File: config.mk
export PLATFORM = sky130hd
export DESIGN_NAME = mesif_coherence_ctrl
export DESIGN_NICKNAME = d
export VERILOG_FILES = /design/src/rtl/mesif_pkg.sv /design/src/rtl/mesif_cpu_fsm.sv /design/src/rtl/mesif_snoop_fsm.sv /design/src/rtl/mesif_line_table.sv /design/src/rtl/mesif_coherence_ctrl.sv
export SDC_FILE = /design/constraint.sdc
export NUM_CORES = 1
export LEC_CHECK = 0
export BUFFER_PORTS_ARGS = -buffer_cell sky130_fd_sc_hd__buf_2
export CAP_MARGIN = 20
export CORE_MARGIN = 2
export CORE_UTILIZATION = 45
export CTS_CLUSTER_SIZE = 10
export DETAILED_ROUTE_END_ITERATION = 10
export PLACE_DENSITY = 0.75
export SYNTH_ARGS = -nofsm -noshare
export SYNTH_HDL_FRONTEND = slang
export SYNTH_SLANG_ARGS = --single-unit
export TNS_END_PERCENT = 1
File: constraint.sdc
create_clock -name clk -period 2.4 [get_ports clk]
set_clock_uncertainty 0.15 [all_clocks]
set_input_delay 0.36 -clock clk [delete_from_list [all_inputs] [get_ports clk]]
set_output_delay 0.36 -clock clk [all_outputs]
set_load 0.005 [all_outputs]
File: src/rtl/mesif_pkg.sv
package mesif_pkg;

   localparam int ST_W = 3;

   typedef enum logic [ST_W-1:0] {
      ST_I = 3'd0,
      ST_S = 3'd1,
      ST_E = 3'd2,
      ST_F = 3'd3,
      ST_M = 3'd4
   } mesif_st_t;

   typedef struct packed {
      mesif_st_t nxt;
      logic      bus_req;
      logic      bus_wr;
   } cpu_act_t;

   typedef struct packed {
      mesif_st_t nxt;
      logic      fwd;
      logic      wb;
   } snp_act_t;

endpackage

File: src/rtl/mesif_cpu_fsm.sv
module mesif_cpu_fsm
   import mesif_pkg::*;
(
   input  mesif_st_t cur,
   input  logic      is_write,
   input  logic      others_hold,
   output cpu_act_t  act
);
   always_comb begin
      act     = '0;
      act.nxt = cur;
      if (is_write) begin
         case (cur)
            ST_M: act.nxt = ST_M;
            ST_E: act.nxt = ST_M;
            default: begin
               act.bus_req = 1'b1;
               act.bus_wr  = 1'b1;
               act.nxt     = ST_M;
            end
         endcase
      end else if (cur == ST_I) begin
         act.bus_req = 1'b1;
         act.nxt     = others_hold ? ST_F : ST_E;
      end
   end
endmodule

File: src/rtl/mesif_snoop_fsm.sv
module mesif_snoop_fsm
   import mesif_pkg::*;
(
   input  mesif_st_t cur,
   input  logic      is_write,
   output snp_act_t  act
);
   always_comb begin
      act     = '0;
      act.nxt = cur;
      if (is_write) begin
         act.wb  = (cur == ST_M);
         act.nxt = ST_I;
      end else begin
         case (cur)
            ST_M: begin
               act.wb  = 1'b1;
               act.fwd = 1'b1;
               act.nxt = ST_S;
            end
            ST_E: act.nxt = ST_S;
            ST_F: begin
               act.fwd = 1'b1;
               act.nxt = ST_S;
            end
            default: act.nxt = cur;
         endcase
      end
   end
endmodule

File: src/rtl/mesif_line_table.sv
module mesif_line_table
   import mesif_pkg::*;
#(
   parameter int NUM_LINES = 8,
   parameter int IDX_W     = $clog2(NUM_LINES)
) (
   input  logic                             clk,
   input  logic                             rst_n,
   input  logic                             upd_en,
   input  logic [IDX_W-1:0]                 upd_line,
   input  mesif_st_t                        upd_st,
   output logic [NUM_LINES-1:0][ST_W-1:0]   st_vec
);
   for (genvar l = 0; l < NUM_LINES; l++) begin : g_line
      always_ff @(posedge clk) begin
         if (!rst_n) begin
            st_vec[l] <= ST_I;
         end else if (upd_en && (upd_line == IDX_W'(l))) begin
            st_vec[l] <= upd_st;
         end
      end
   end
endmodule

File: src/rtl/mesif_coherence_ctrl.sv
module mesif_coherence_ctrl
   import mesif_pkg::*;
#(
   parameter int   NUM_LINES = 8,
   localparam int  IDX_W     = $clog2(NUM_LINES)
) (
   input  logic             clk,
   input  logic             rst_n,
   input  logic             cpu_req_valid,
   input  logic             cpu_req_write,
   input  logic [IDX_W-1:0] cpu_req_line,
   input  logic             shared_resp,
   input  logic             snoop_valid,
   input  logic             snoop_write,
   input  logic [IDX_W-1:0] snoop_line,
   output logic             bus_req_valid,
   output logic             bus_req_write,
   output logic [IDX_W-1:0] bus_req_line,
   output logic             fwd_valid,
   output logic             wb_valid,
   output logic             snoop_hit,
   output logic             cpu_hit,
   input  logic [IDX_W-1:0] look_line,
   output logic [ST_W-1:0]  look_state
);
   if (NUM_LINES < 2 || (NUM_LINES & (NUM_LINES - 1)) != 0) begin : g_bad_lines
      $error("NUM_LINES must be a power of two of at least 2");
   end

   logic [NUM_LINES-1:0][ST_W-1:0] st_vec;
   mesif_st_t cpu_cur, snp_cur, upd_st;
   cpu_act_t  cpu_act;
   snp_act_t  snp_act;
   logic      cpu_go, upd_en;
   logic [IDX_W-1:0] upd_line;

   assign cpu_cur = mesif_st_t'(st_vec[cpu_req_line]);
   assign snp_cur = mesif_st_t'(st_vec[snoop_line]);

   mesif_cpu_fsm cpu_fsm_i (
      .cur         (cpu_cur),
      .is_write    (cpu_req_write),
      .others_hold (shared_resp),
      .act         (cpu_act)
   );

   mesif_snoop_fsm snp_fsm_i (
      .cur      (snp_cur),
      .is_write (snoop_write),
      .act      (snp_act)
   );

   assign cpu_go        = cpu_req_valid & ~snoop_valid;
   assign bus_req_valid = cpu_go & cpu_act.bus_req;
   assign bus_req_write = cpu_act.bus_wr;
   assign bus_req_line  = cpu_req_line;
   assign fwd_valid     = snoop_valid & snp_act.fwd;
   assign wb_valid      = snoop_valid & snp_act.wb;
   assign snoop_hit     = (snp_cur != ST_I);
   assign cpu_hit       = (cpu_cur != ST_I);
   assign look_state    = st_vec[look_line];

   assign upd_en   = snoop_valid | cpu_go;
   assign upd_line = snoop_valid ? snoop_line : cpu_req_line;
   assign upd_st   = snoop_valid ? snp_act.nxt : cpu_act.nxt;

   mesif_line_table #(
      .NUM_LINES (NUM_LINES),
      .IDX_W     (IDX_W)
   ) table_i (
      .clk      (clk),
      .rst_n    (rst_n),
      .upd_en   (upd_en),
      .upd_line (upd_line),
      .upd_st   (upd_st),
      .st_vec   (st_vec)
   );
endmodule

== Yosys cells after proc, flatten, opt, wreduce, memory -nomap -nowiden ==
Cells that the tools add are included.

* Bitwise logic cells: 6
* Equality and inequality tests: 12
* Reduce and logical (&&, ||, !) cells: 15
* Multiplexer cells: 19
* Magnitude comparators: 3

{| class="wikitable"
|+ Operator list
! cell !! count
|-
| 3-bit binary-select mux with 3-bit select || 3
|-
| 3-bit 2-to-1 mux || 7
|-
| 3-bit == test, second input constant || 6
|-
| 3-bit by 2-bit == test with 1-bit output, second input constant || 5
|-
| 3-bit by 4-bit less-than comparator with 1-bit output, second input constant || 3
|-
| 1-bit logical AND || 8
|-
| 4-bit 2-to-1 mux || 2
|-
| 3-bit zero test || 2
|-
| 1-bit 2-to-1 mux || 6
|-
| 3-bit nonzero test || 2
|-
| 1-bit bitwise AND || 4
|-
| 2-bit OR reduction || 2
|-
| 3-bit by 1-bit == test with 1-bit output, second input constant || 1
|-
| 3-bit OR reduction || 1
|-
| 2-bit 2-to-1 mux || 1
|-
| 1-bit NOT || 1
|-
| 1-bit OR || 1
|}

* Word-level logic and storage cells: 63
* Output and inout bits: 12
* Bits in registers: 24

== Depth between registers and ports, before layout ==
Gate-level depths: netlist of the first run.

* Depth in word-level cells: 7
* Gate-level depth with buffers: 7
* Gate-level depth less buffers: 5

== By module ==
From an unflattened synthesis of the first run, not the netlist that was laid out.

* Cells, all modules: 156
* Area total of the unflattened synthesis: 1781.7 µm²

{| class="wikitable"
|+ Modules (own cells, without submodules)
! module !! times used !! area each (µm²) !! seq. area each (µm²) !! cells each
|-
| mesif_line_table || 1 || 942.2 || 480.5 || 86
|-
| mesif_coherence_ctrl || 1 || 703.2 || 0.0 || 49
|-
| mesif_snoop_fsm || 1 || 68.8 || 0.0 || 9
|-
| mesif_cpu_fsm || 1 || 67.6 || 0.0 || 12
|}

== Worst setup path after synthesis of the first run ==
OpenSTA, ideal clock, no wires.

* Path kind: input -> output
* Start: input port cpu_req_line[2]
* End: output port bus_req_valid
* Data required time: 1.890 ns
* Path buffers: 1
* Setup slack: 0.229 ns
* Stages on the path: 5
* Data arrival time: 1.661 ns
* Cell sequence: buf_4 > mux4_2 > mux2i_1 > nand3_1 > a21oi_1

* Longest elaborated chain between the ends: 7
* Elaborated cells between the ends (all ways): 10
* Classes of those cells: eq/ne (2); mux (5); bitwise (1); reduce/logical (2)

{| class="wikitable"
|+ Ends and longest elaborated chain
! what !! RTL line !! text
|-
| start, declared || mesif_coherence_ctrl.sv:11 || <nowiki>input logic [IDX_W-1:0] cpu_req_line,</nowiki>
|-
| 3-bit binary-select mux with 3-bit select * || mesif_coherence_ctrl.sv:37 || <nowiki>assign cpu_cur = mesif_st_t'(st_vec[cpu_req_line]);</nowiki>
|-
| 3-bit 2-to-1 mux (not written as such) * || mesif_coherence_ctrl.sv:37 ||
|-
| 3-bit == test / 3-bit by 2-bit == test with 1-bit output (equally long branches) || mesif_cpu_fsm.sv:13 || <nowiki>case (cur)</nowiki>
|-
| 2-bit OR reduction (no line) || - ||
|-
| 2-bit 2-to-1 mux || mesif_cpu_fsm.sv:13 ||
|-
| 4-bit 2-to-1 mux * || mesif_cpu_fsm.sv:12 || <nowiki>if (is_write) begin</nowiki>
|-
| 1-bit bitwise AND * || mesif_coherence_ctrl.sv:54 || <nowiki>assign bus_req_valid = cpu_go & cpu_act.bus_req;</nowiki>
|-
| end, declared || mesif_coherence_ctrl.sv:16 || <nowiki>output logic bus_req_valid,</nowiki>
|}

Every way passes the cells marked *; elsewhere a longest branch is shown, timed or not. The select of a mux whose other input is x is not followed.

== Worst setup path after layout of the first run ==
* Start: register table_i.st_vec[4] (netlist bit)
* End: output port fwd_valid

* Longest elaborated chain between the ends: 7
* Elaborated cells between the ends (all ways): 8
* Classes of those cells: eq/ne (2); mux (4); bitwise (1); reduce/logical (1)

{| class="wikitable"
|+ Ends and longest elaborated chain
! what !! RTL line !! text
|-
| start, declared || mesif_line_table.sv:12 || <nowiki>output logic [NUM_LINES-1:0][ST_W-1:0] st_vec</nowiki>
|-
| start signal, assigned by index || mesif_line_table.sv:19 || <nowiki>st_vec[l] <= upd_st;</nowiki>
|-
| 3-bit binary-select mux with 3-bit select * || mesif_coherence_ctrl.sv:38 || <nowiki>assign snp_cur = mesif_st_t'(st_vec[snoop_line]);</nowiki>
|-
| 3-bit 2-to-1 mux (not written as such) * || mesif_coherence_ctrl.sv:38 ||
|-
| 3-bit by 2-bit == test with 1-bit output / 3-bit == test (equally long branches) || mesif_snoop_fsm.sv:15 || <nowiki>case (cur)</nowiki>
|-
| 2-bit OR reduction (no line) * || - ||
|-
| 1-bit 2-to-1 mux * || mesif_snoop_fsm.sv:15 ||
|-
| 1-bit 2-to-1 mux * || mesif_snoop_fsm.sv:11 || <nowiki>if (is_write) begin</nowiki>
|-
| 1-bit bitwise AND * || mesif_coherence_ctrl.sv:57 || <nowiki>assign fwd_valid = snoop_valid & snp_act.fwd;</nowiki>
|-
| end, declared || mesif_coherence_ctrl.sv:19 || <nowiki>output logic fwd_valid,</nowiki>
|}

Marked as above.

==> results.sh, run 1 <==
export IMPL_cts_buffers_inserted=3
export IMPL_synth_cells=180
export IMPL_yosys_cell_types_count=41
export IMPL_setup_slack_on_the_worst_flop_to_flop_path_ps=360
export IMPL_yosysSeqAreaShare=0.276
export IMPL_hold_viol=0
export IMPL_antenna_violations_before_repair=0
export IMPL_setup_repair_after_global_routing_missed_its_margin="no"
export IMPL_setup_worst_path_class="reg -> out"
export IMPL_die_height_um=66.2
export IMPL_route_antenna_remaining_nets=0
export IMPL_timing_critical_path_from="table_i.st_vec[4]"
export IMPL_timing_reg2reg_worst_path_depth=6
export IMPL_postSynth_asyncResetShare=0
export IMPL_std_cell_rows=22
export IMPL_drive_gt1_frac=0.364
export IMPL_post_layout_nonfiller_instances=254
export IMPL_timing_critical_path_from_type="register"
export IMPL_drcViolationCount=0
export IMPL_synth_seq_cells=24
export IMPL_placedInstanceArea_sq_um=1920
export IMPL_ir_drop_mv=0.356
export IMPL_post_route_setup_tns_ps=0
export IMPL_first_pass_iters=4
export IMPL_die_area_sq_um=4380
export IMPL_clock_sinks=24
export IMPL_max_flop_register="table_i.st_vec"
export IMPL_hold_class="in -> reg"
export IMPL_cts_root_buffer_cell="sky130_fd_sc_hd__clkbuf_8"
export IMPL_final_period_minus_worst_setup_slack_ps=2350
export IMPL_grt_first_pass_wirelength_um=7510
export IMPL_ys_warnings=0
export IMPL_worst_slew_pin_slew_ps=433
export IMPL_finalSetupViolCount=0
export IMPL_post_synth_instance_area_sq_um=1740
export IMPL_routabilityCongestion=0.939
export IMPL_post_synth_most_frequent_cells="sky130_fd_sc_hd__o21ai_0 (25), sky130_fd_sc_hd__dfxtp_1 (24), sky130_fd_sc_hd__a31oi_1 (19)"
export IMPL_first_global_vias=1482
export IMPL_worstReg2RegEnd="table_i.st_vec[6]"
export IMPL_wl_um=4650
export IMPL_critPathTopFamily="multiplexers"
export IMPL_synth_top_cell_area_share=0.276
export IMPL_floorplan_initialDensity=0.472
export IMPL_cts_reportedPaths_clkPinSlew_ps=90
export IMPL_place_hpwl_um=3550
export IMPL_slowest_library_cell_on_the_worst_path="sky130_fd_sc_hd__mux4_2"
export IMPL_count_of_vias_placed_by_the_detailed_router=1633
export IMPL_slew_viol_final=0
export IMPL_min_to="table_i.st_vec[22]"
export IMPL_rr_startpoint="table_i.st_vec[8]"
export IMPL_tritoncts_clock_tree="done"
export IMPL_portBuffers=27
export IMPL_most_numerous_cell_in_the_yosys_netlist="sky130_fd_sc_hd__o21ai_0"
export IMPL_cell_taking_the_most_area_after_synthesis="sky130_fd_sc_hd__dfxtp_1"
export IMPL_power_density_nw_per_um2=519
export IMPL_globalRouteTotalUtil=0.225
export IMPL_clock_tree_htree_level_count=1
export IMPL_final_setup_worst_slack_ps=47.9
export IMPL_postSynthNetCount=196
export IMPL_reg_top3="table_i.st_vec x24"
export IMPL_max_stage_delay_ps=500
export IMPL_post_synth_cell_area_avg_sq_um=9.68
export IMPL_cts_root_to_sink_buffers=2
export IMPL_critical_path_peak_fanout=4
export IMPL_cp_cell_sequence="mux4_2, mux2i_4, and4_4, mux2i_1, nor2_1, buf_2"
export IMPL_peak_clock_frequency_supported_by_timing_mhz=425
export IMPL_post_place_cells=249
export IMPL_final_design_area_no_fill_sq_um=2040
export IMPL_timing_critical_path_buf_inv=1
export IMPL_worst_setup_path_end_kind="output port"
export IMPL_worst_hold_path_num_cells=3
export IMPL_die_outline_width_um=66.2
export IMPL_drv_max_cap_violation_count=0
export IMPL_synthFlopType="sky130_fd_sc_hd__dfxtp_1"
export IMPL_synth_top_cells_by_area="sky130_fd_sc_hd__dfxtp_1 (28%), sky130_fd_sc_hd__mux4_2 (18%), sky130_fd_sc_hd__o21ai_0 (7.2%)"
export IMPL_synth_edf_count=0
export IMPL_insertedDiodeCount=0
export IMPL_crit_arrival_ps=1840
export IMPL_fin_crit_sh=0.980
export IMPL_clk_insertion_delay_late_ps=270
export IMPL_routed_wirelength_normalized_by_instance_count_um=18.3
export IMPL_design_core_area_sq_um=3690
export IMPL_p_leak_uw=0.000790
export IMPL_pin_count_of_the_biggest_net_entering_global_routing=25
export IMPL_dp_worst_setup_slack_ps=-46.9
export IMPL_timing_hold_worst_start="rst_n"
export IMPL_grt_overflow=0
export IMPL_io_pin_count=28
export IMPL_area_growth_pct=17.4
export IMPL_worstPathRequired_ps=1890
export IMPL_post_route_util=0.554
export IMPL_first_iter_violations=82
export IMPL_worst_slew_margin_rel=0.711
export IMPL_design_final_nets=223
export IMPL_run_status="complete, no violations"
export IMPL_largest_register_ffs=24
export IMPL_viasPerCell=6.43
[worst max-delay path by stage]
stage	depth (start not counted)	endpoint	slack, ps
2_1_floorplan	5	bus_req_valid	230
3_3_place_gp	7	fwd_valid	0.9
3_5_place_dp	7	fwd_valid	-50
4_1_cts	6	fwd_valid	40
5_1_grt	4	wb_valid	9
6_report	6	fwd_valid	50
[worst reg2reg max path, delay by kind of cell, from the launching register on]
family,cells,cell delay [ps]
AOI/OAI and AO/OA,2,400
DFF,1,370
buffers and inverters,1,160
muxes,1,300
and+or+nand+nor,2,530
[where the power goes]
| part | switching [uW] | internal, uW |
|---|---|---|
| sequential | 24.2 | 419 |
| clock | 129 | 223 |
| combinational | 139 | 127 |
[cell usage in the layout, fill, tap and decap left out, types with 6 or more instances in the layout]
cell type,netlist,final
sky130_fd_sc_hd__buf_2,2,26
sky130_fd_sc_hd__buf_4,4,9
sky130_fd_sc_hd__mux4_2,14,14
sky130_fd_sc_hd__o21ai_0,25,25
sky130_fd_sc_hd__nor2_1,13,13
sky130_fd_sc_hd__dfxtp_1,24,20
sky130_fd_sc_hd__mux2i_1,8,7
sky130_fd_sc_hd__a31oi_1,19,18
sky130_fd_sc_hd__nand2_1,6,6
sky130_fd_sc_hd__a21oi_1,11,11
[through the flow]
stage	total power, uW	hold WS [ps]
floorplan	620	348
global placement	693	408
detailed placement	700	413
CTS	1050	347
global route	1100	393
finish	1060	348
[kinds of logic after synthesis]
kind of cell | count (synthesis) | synth area share
xor+xnor | 1 | 0.00503
buf+inv | 18 | 0.0582
mux | 31 | 0.294
compound gates | 67 | 0.255
simple gates | 39 | 0.112
flops | 24 | 0.276
[layer usage]
layer	track usage	vias up	part of all wire
li1	-	758	-
met1	0.312	797	0.43
met2	0.370	72	0.49
met3	0.0273	6	0.074
met4	0.0561	0	0.0075
met5	0	-	0
[cell type report]
cell class,instances,area [sq um]
multi-input combinational,138,1190
clock buffer,3,41.3
inverter,4,15.0
sequential,24,485
tap,48,60.1
clock inverter,1,30.0
timing repair buffer,36,218
fill,344,1640
[what timing repair did]
| item | in CTS | in global routing |
|---|---|---|
| pin swaps | 1 | 0 |
| gates resized for setup | 5 | 6 |
| hold buffers | 0 | 0 |
| setup buffers | 0 | 1 |
| endpoints found under the setup margin | 1 | 1 |
No activity file was read; power rests on OpenSTA's default activity.
==> run 2, diff against run 1 <==
==> constraint.sdc (replaced) <==
create_clock -name clk -period 2.8 [get_ports clk]
set_clock_uncertainty 0.15 [all_clocks]
set_input_delay 0.42 -clock clk [delete_from_list [all_inputs] [get_ports clk]]
set_output_delay 0.42 -clock clk [all_outputs]
set_load 0.005 [all_outputs]
==> results.sh, run 2 (synthesis results as in run 1) <==
export IMPL_largest_register_ffs=24
export IMPL_pin_count_of_the_biggest_net_entering_global_routing=25
export IMPL_worst_setup_path_end_kind="output port"
export IMPL_die_area_sq_um=4380
export IMPL_wl_um=4240
export IMPL_routed_wirelength_normalized_by_instance_count_um=17.3
export IMPL_first_pass_iters=4
export IMPL_portBuffers=27
export IMPL_drive_gt1_frac=0.294
export IMPL_drcViolationCount=0
export IMPL_rr_startpoint="table_i.st_vec[11]"
export IMPL_design_core_area_sq_um=3690
export IMPL_drv_max_cap_violation_count=0
export IMPL_clock_sinks=24
export IMPL_cts_root_buffer_cell="sky130_fd_sc_hd__clkbuf_8"
export IMPL_max_stage_delay_ps=560
export IMPL_slew_viol_final=0
export IMPL_floorplan_initialDensity=0.472
export IMPL_tritoncts_clock_tree="done"
export IMPL_timing_critical_path_from="cpu_req_line[2]"
export IMPL_die_outline_width_um=66.2
export IMPL_cts_hold_buf=0
export IMPL_grt_overflow=0
export IMPL_timing_hold_worst_start="snoop_write"
export IMPL_antenna_violations_before_repair=0
export IMPL_hold_viol=0
export IMPL_layout_commonest_cell="sky130_fd_sc_hd__buf_2"
export IMPL_peak_clock_frequency_supported_by_timing_mhz=381
export IMPL_run_status="complete, no violations"
export IMPL_critical_path_peak_fanout=11
export IMPL_hold_class="in -> reg"
export IMPL_worst_slew_margin_rel=0.670
export IMPL_seqPwrFrac=0.467
export IMPL_mostFrequentLayoutCells="sky130_fd_sc_hd__buf_2 (27), sky130_fd_sc_hd__o21ai_0 (25), sky130_fd_sc_hd__dfxtp_1 (24)"
export IMPL_ir_drop_mv=0.243
export IMPL_timing_critical_path_from_type="primary input"
export IMPL_clock_tree_htree_level_count=1
export IMPL_reg_top3="table_i.st_vec x24"
export IMPL_worst_slew_pin_slew_ps=493
export IMPL_io_pin_count=28
export IMPL_cts_buffers_inserted=3
export IMPL_routabilityCongestion=0.850
export IMPL_clk_insertion_delay_late_ps=260
export IMPL_post_route_setup_tns_ps=0
export IMPL_cts_reportedPaths_clkPinSlew_ps=80
export IMPL_die_height_um=66.2
export IMPL_sw_frac_of_total=0.287
export IMPL_worstPathRequired_ps=2230
export IMPL_viasPerCell=6.32
export IMPL_slowest_library_cell_on_the_worst_path="sky130_fd_sc_hd__mux4_2"
export IMPL_cts_root_to_sink_buffers=2
export IMPL_place_hpwl_um=3270
export IMPL_crit_arrival_ps=2050
export IMPL_final_period_minus_worst_setup_slack_ps=2620
export IMPL_p_clk_frac=0.282
export IMPL_timing_critical_path_mode_cell="sky130_fd_sc_hd__buf_2"
export IMPL_route_antenna_remaining_nets=0
export IMPL_first_iter_violations=120
export IMPL_net_switching_power_uw=232
export IMPL_post_layout_nonfiller_instances=245
export IMPL_setup_worst_path_class="in -> out"
export IMPL_cp_cell_sequence="buf_2, mux4_2, mux2i_1, nand3_1, a21oi_1, buf_2"
export IMPL_critPathTopFamily="multiplexers"
export IMPL_grt_first_pass_wirelength_um=7090
export IMPL_power_report_internal_total_uw=576
export IMPL_finalSetupViolCount=0
export IMPL_setup_repair_after_global_routing_missed_its_margin="no"
export IMPL_post_cts_buffers=0
export IMPL_filler_cells=351
export IMPL_first_global_vias=1405
export IMPL_p_leak_uw=0.000731
export IMPL_timing_critical_path_buf_inv=2
export IMPL_globalRouteTotalUtil=0.211
export IMPL_max_flop_register="table_i.st_vec"
export IMPL_count_of_vias_placed_by_the_detailed_router=1548
export IMPL_insertedDiodeCount=0
export IMPL_post_place_cells=241
export IMPL_comb_power_share=0.250
export IMPL_area_growth_pct=9.41
export IMPL_cts_resized=0
export IMPL_fin_crit_sh=0.936
export IMPL_power_density_nw_per_um2=424
export IMPL_std_cell_rows=22
export IMPL_design_final_nets=214
-- run 2: routing by layer --
layer | share of wire | global-route usage
met1 | 0.46 | 0.307
met2 | 0.45 | 0.319
met3 | 0.086 | 0.0221
met4 | 0.0087 | 0.0791
met5 | 0 | 0
-- run 2: metrics by stage --
step / util / total power, uW / setup slack, ps / instance area (sq um) / hold WS [ps]
final: 0.517 / 808 / 178 / 1910 / 399
after floorplan: - / 531 / 509 / 1740 / 377
after CTS: 0.517 / 811 / 187 / 1910 / 397
after global placement: 0.502 / 582 / 225 / 1850 / 406
after global routing: 0.517 / 853 / 69.7 / 1910 / 428
after detailed placement: 0.502 / 586 / 198 / 1850 / 416
-- run 2: area by class of cell --
class                      instances  area, sq um  area share
timing repair buffer              27          135      0.0709
sequential                        24          480       0.252
inverter                           4         15.0     0.00788
multi-input combinational        138         1160       0.609
tap                               48         60.1      0.0315
clock buffer                       4         55.1      0.0289
-- run 2: path summary, 6_finish.rpt --
path,depth (start not counted),to,slack (ps)
min,4,table_i.st_vec[0],400
max,6,bus_req_valid,180
min reg2reg,2,table_i.st_vec[14],430
max reg2reg,5,table_i.st_vec[12],660
-- run 2: power by group through the flow --
stage / registers, uW / logic (uW) / clock network (uW)
floorplan: 376 / 155 / 0
global placement: 384 / 198 / 0
detailed placement: 384 / 201 / 0
CTS: 376 / 202 / 233
global route: 379 / 223 / 251
finish: 377 / 202 / 228
-- run 2: worst min-delay path, stage by stage --
cell and delay (ps):
sky130_fd_sc_hd__buf_2 70, sky130_fd_sc_hd__inv_1 60, sky130_fd_sc_hd__o311ai_4 130, sky130_fd_sc_hd__a31oi_1 90
==> run 3, diff against run 2 <==
--- a/config.mk
+++ b/config.mk
@@ -5,12 +5,14 @@
 export SDC_FILE = /design/constraint.sdc
 export NUM_CORES = 1
 export LEC_CHECK = 0
+export ABC_CLOCK_PERIOD_IN_PS = 2800
 export BUFFER_PORTS_ARGS = -buffer_cell sky130_fd_sc_hd__buf_2
 export CAP_MARGIN = 20
 export CORE_MARGIN = 2
 export CORE_UTILIZATION = 45
 export CTS_CLUSTER_SIZE = 10
 export DETAILED_ROUTE_END_ITERATION = 10
+export GPL_TIMING_DRIVEN = 0
 export PLACE_DENSITY = 0.75
 export SYNTH_ARGS = -nofsm -noshare
 export SYNTH_HDL_FRONTEND = slang
==> results.sh, run 3 (synthesis results as in run 1) <==
export IMPL_design_core_area_sq_um=3690
export IMPL_portBuffers=22
export IMPL_largest_register_ffs=24
export IMPL_setup_slack_on_the_worst_flop_to_flop_path_ps=660
export IMPL_layout_commonest_cell="sky130_fd_sc_hd__o21ai_0"
export IMPL_clock_tree_htree_level_count=1
export IMPL_first_global_vias=1453
export IMPL_setup_worst_path_class="in -> out"
export IMPL_antenna_violations_before_repair=0
export IMPL_clk_insertion_delay_late_ps=260
export IMPL_cts_buffers_inserted=3
export IMPL_route_antenna_remaining_nets=0
export IMPL_cts_reportedPaths_clkPinSlew_ps=80
export IMPL_hold_viol=0
export IMPL_post_cts_buffers=0
export IMPL_timing_reg2reg_worst_path_depth=5
export IMPL_setup_repair_after_global_routing_missed_its_margin="no"
export IMPL_fin_crit_sh=0.939
export IMPL_drv_max_cap_violation_count=0
export IMPL_worst_slew_margin_rel=0.663
export IMPL_die_height_um=66.2
export IMPL_io_pin_count=28
export IMPL_cts_root_buffer_cell="sky130_fd_sc_hd__clkbuf_8"
export IMPL_post_route_setup_tns_ps=0
export IMPL_count_of_vias_placed_by_the_detailed_router=1579
export IMPL_timing_critical_path_from_type="primary input"
export IMPL_worst_slew_pin_slew_ps=504
export IMPL_design_final_nets=223
export IMPL_timing_hold_worst_start="rst_n"
export IMPL_routabilityCongestion=0.838
export IMPL_rr_startpoint="table_i.st_vec[11]"
export IMPL_crit_arrival_ps=2060
export IMPL_first_pass_iters=4
export IMPL_slew_viol_final=0
export IMPL_cts_root_to_sink_buffers=2
export IMPL_drive_gt1_frac=0.301
export IMPL_area_growth_pct=12.9
export IMPL_multi_input_area_sq_um=1160
export IMPL_max_flop_register="table_i.st_vec"
export IMPL_worst_setup_path_end_kind="output port"
export IMPL_ir_drop_mv=0.307
export IMPL_place_hpwl_um=3410
export IMPL_final_period_minus_worst_setup_slack_ps=2630
export IMPL_std_cell_rows=22
export IMPL_drcViolationCount=0
export IMPL_pin_count_of_the_biggest_net_entering_global_routing=14
export IMPL_die_outline_width_um=66.2
export IMPL_worstReg2RegEnd="table_i.st_vec[21]"
export IMPL_critical_path_peak_fanout=10
export IMPL_first_iter_violations=114
export IMPL_peak_clock_frequency_supported_by_timing_mhz=380
export IMPL_finalSetupViolCount=0
export IMPL_grt_overflow=0
export IMPL_tritoncts_clock_tree="done"
export IMPL_reg_top3="table_i.st_vec x24"
export IMPL_cts_resized=0
export IMPL_min_to="table_i.st_vec[9]"
export IMPL_post_layout_nonfiller_instances=254
export IMPL_globalRouteTotalUtil=0.210
export IMPL_post_place_cells=250
export IMPL_grt_first_pass_wirelength_um=7130
export IMPL_cts_hold_buf=0
export IMPL_viasPerCell=6.22
export IMPL_floorplan_initialDensity=0.472
export IMPL_p_leak_uw=0.000760
export IMPL_worstPathRequired_ps=2230
export IMPL_mostFrequentLayoutCells="sky130_fd_sc_hd__o21ai_0 (25), sky130_fd_sc_hd__buf_2 (24), sky130_fd_sc_hd__dfxtp_1 (24)"
export IMPL_die_area_sq_um=4380
export IMPL_clock_sinks=24
export IMPL_wl_um=4290
export IMPL_ff_latch_area_sq_um=480
export IMPL_filler_cells=353
export IMPL_power_density_nw_per_um2=416
export IMPL_run_status="complete, no violations"
export IMPL_hold_class="in -> reg"
export IMPL_worst_hold_path_num_cells=3
export IMPL_insertedDiodeCount=0
export IMPL_routed_wirelength_normalized_by_instance_count_um=16.9
[run 3: cell types whose count changed in the layout (fill, tap and decap cells not counted)]
cell | previous run | this run
sky130_fd_sc_hd__clkbuf_1 | 0 | 5
sky130_fd_sc_hd__buf_6 | 0 | 2
sky130_fd_sc_hd__clkbuf_2 | 0 | 1
sky130_fd_sc_hd__buf_4 | 0 | 4
sky130_fd_sc_hd__buf_2 | 27 | 24
[run 3: area by class of cell]
cell class / count / area share
timing repair buffer: 22 / 0.0560
multi-input combinational: 138 / 0.590
clock buffer: 4 / 0.0280
sequential: 24 / 0.244
tap: 48 / 0.0305
inverter: 4 / 0.00763
buffer: 14 / 0.0439
[run 3: metrics by stage]
stage	utilization	instance area [sq um]	worst slack (ps)	power, uW	hold slack [ps]
2_1_floorplan	-	1740	509	531	377
3_3_place_gp	0.518	1910	227	589	407
3_5_place_dp	0.518	1910	169	593	410
4_1_cts	0.533	1970	172	819	289
5_1_grt	0.533	1970	58.0	854	342
6_report	0.533	1970	172	818	299
[run 3: critical path, stage by stage]
cell                      delay (ps)
sky130_fd_sc_hd__buf_2           110
sky130_fd_sc_hd__buf_6           160
sky130_fd_sc_hd__mux4_2          520
sky130_fd_sc_hd__mux2i_1         240
sky130_fd_sc_hd__and4_1          290
sky130_fd_sc_hd__mux2i_1         100
sky130_fd_sc_hd__nor2_1          110
sky130_fd_sc_hd__buf_2           120
[run 3: how the worst max path moves through the flow]
stage | to | startpoint
4_1_cts | fwd_valid | snoop_line[0]
5_1_grt | fwd_valid | snoop_line[0]
3_3_place_gp | fwd_valid | snoop_line[0]
6_report | fwd_valid | snoop_line[0]
3_5_place_dp | fwd_valid | snoop_line[0]
2_1_floorplan | bus_req_valid | cpu_req_line[2]
[run 3: per-layer routing]
layer / GRT usage / wire, um / vias to the layer above
met5: 0 / 0 / -
li1: - / - / 754
met4: 0.0459 / 30 / 0
met1: 0.309 / 1940 / 751
met2: 0.336 / 2030 / 70
met3: 0.0153 / 288 / 4
[run 3: report_power, final]
part	switching, uW	leakage [uW]	internal (uW)
clock	106	0.0000288	125
sequential	17.8	0.000195	358
combinational	113	0.000536	98.5
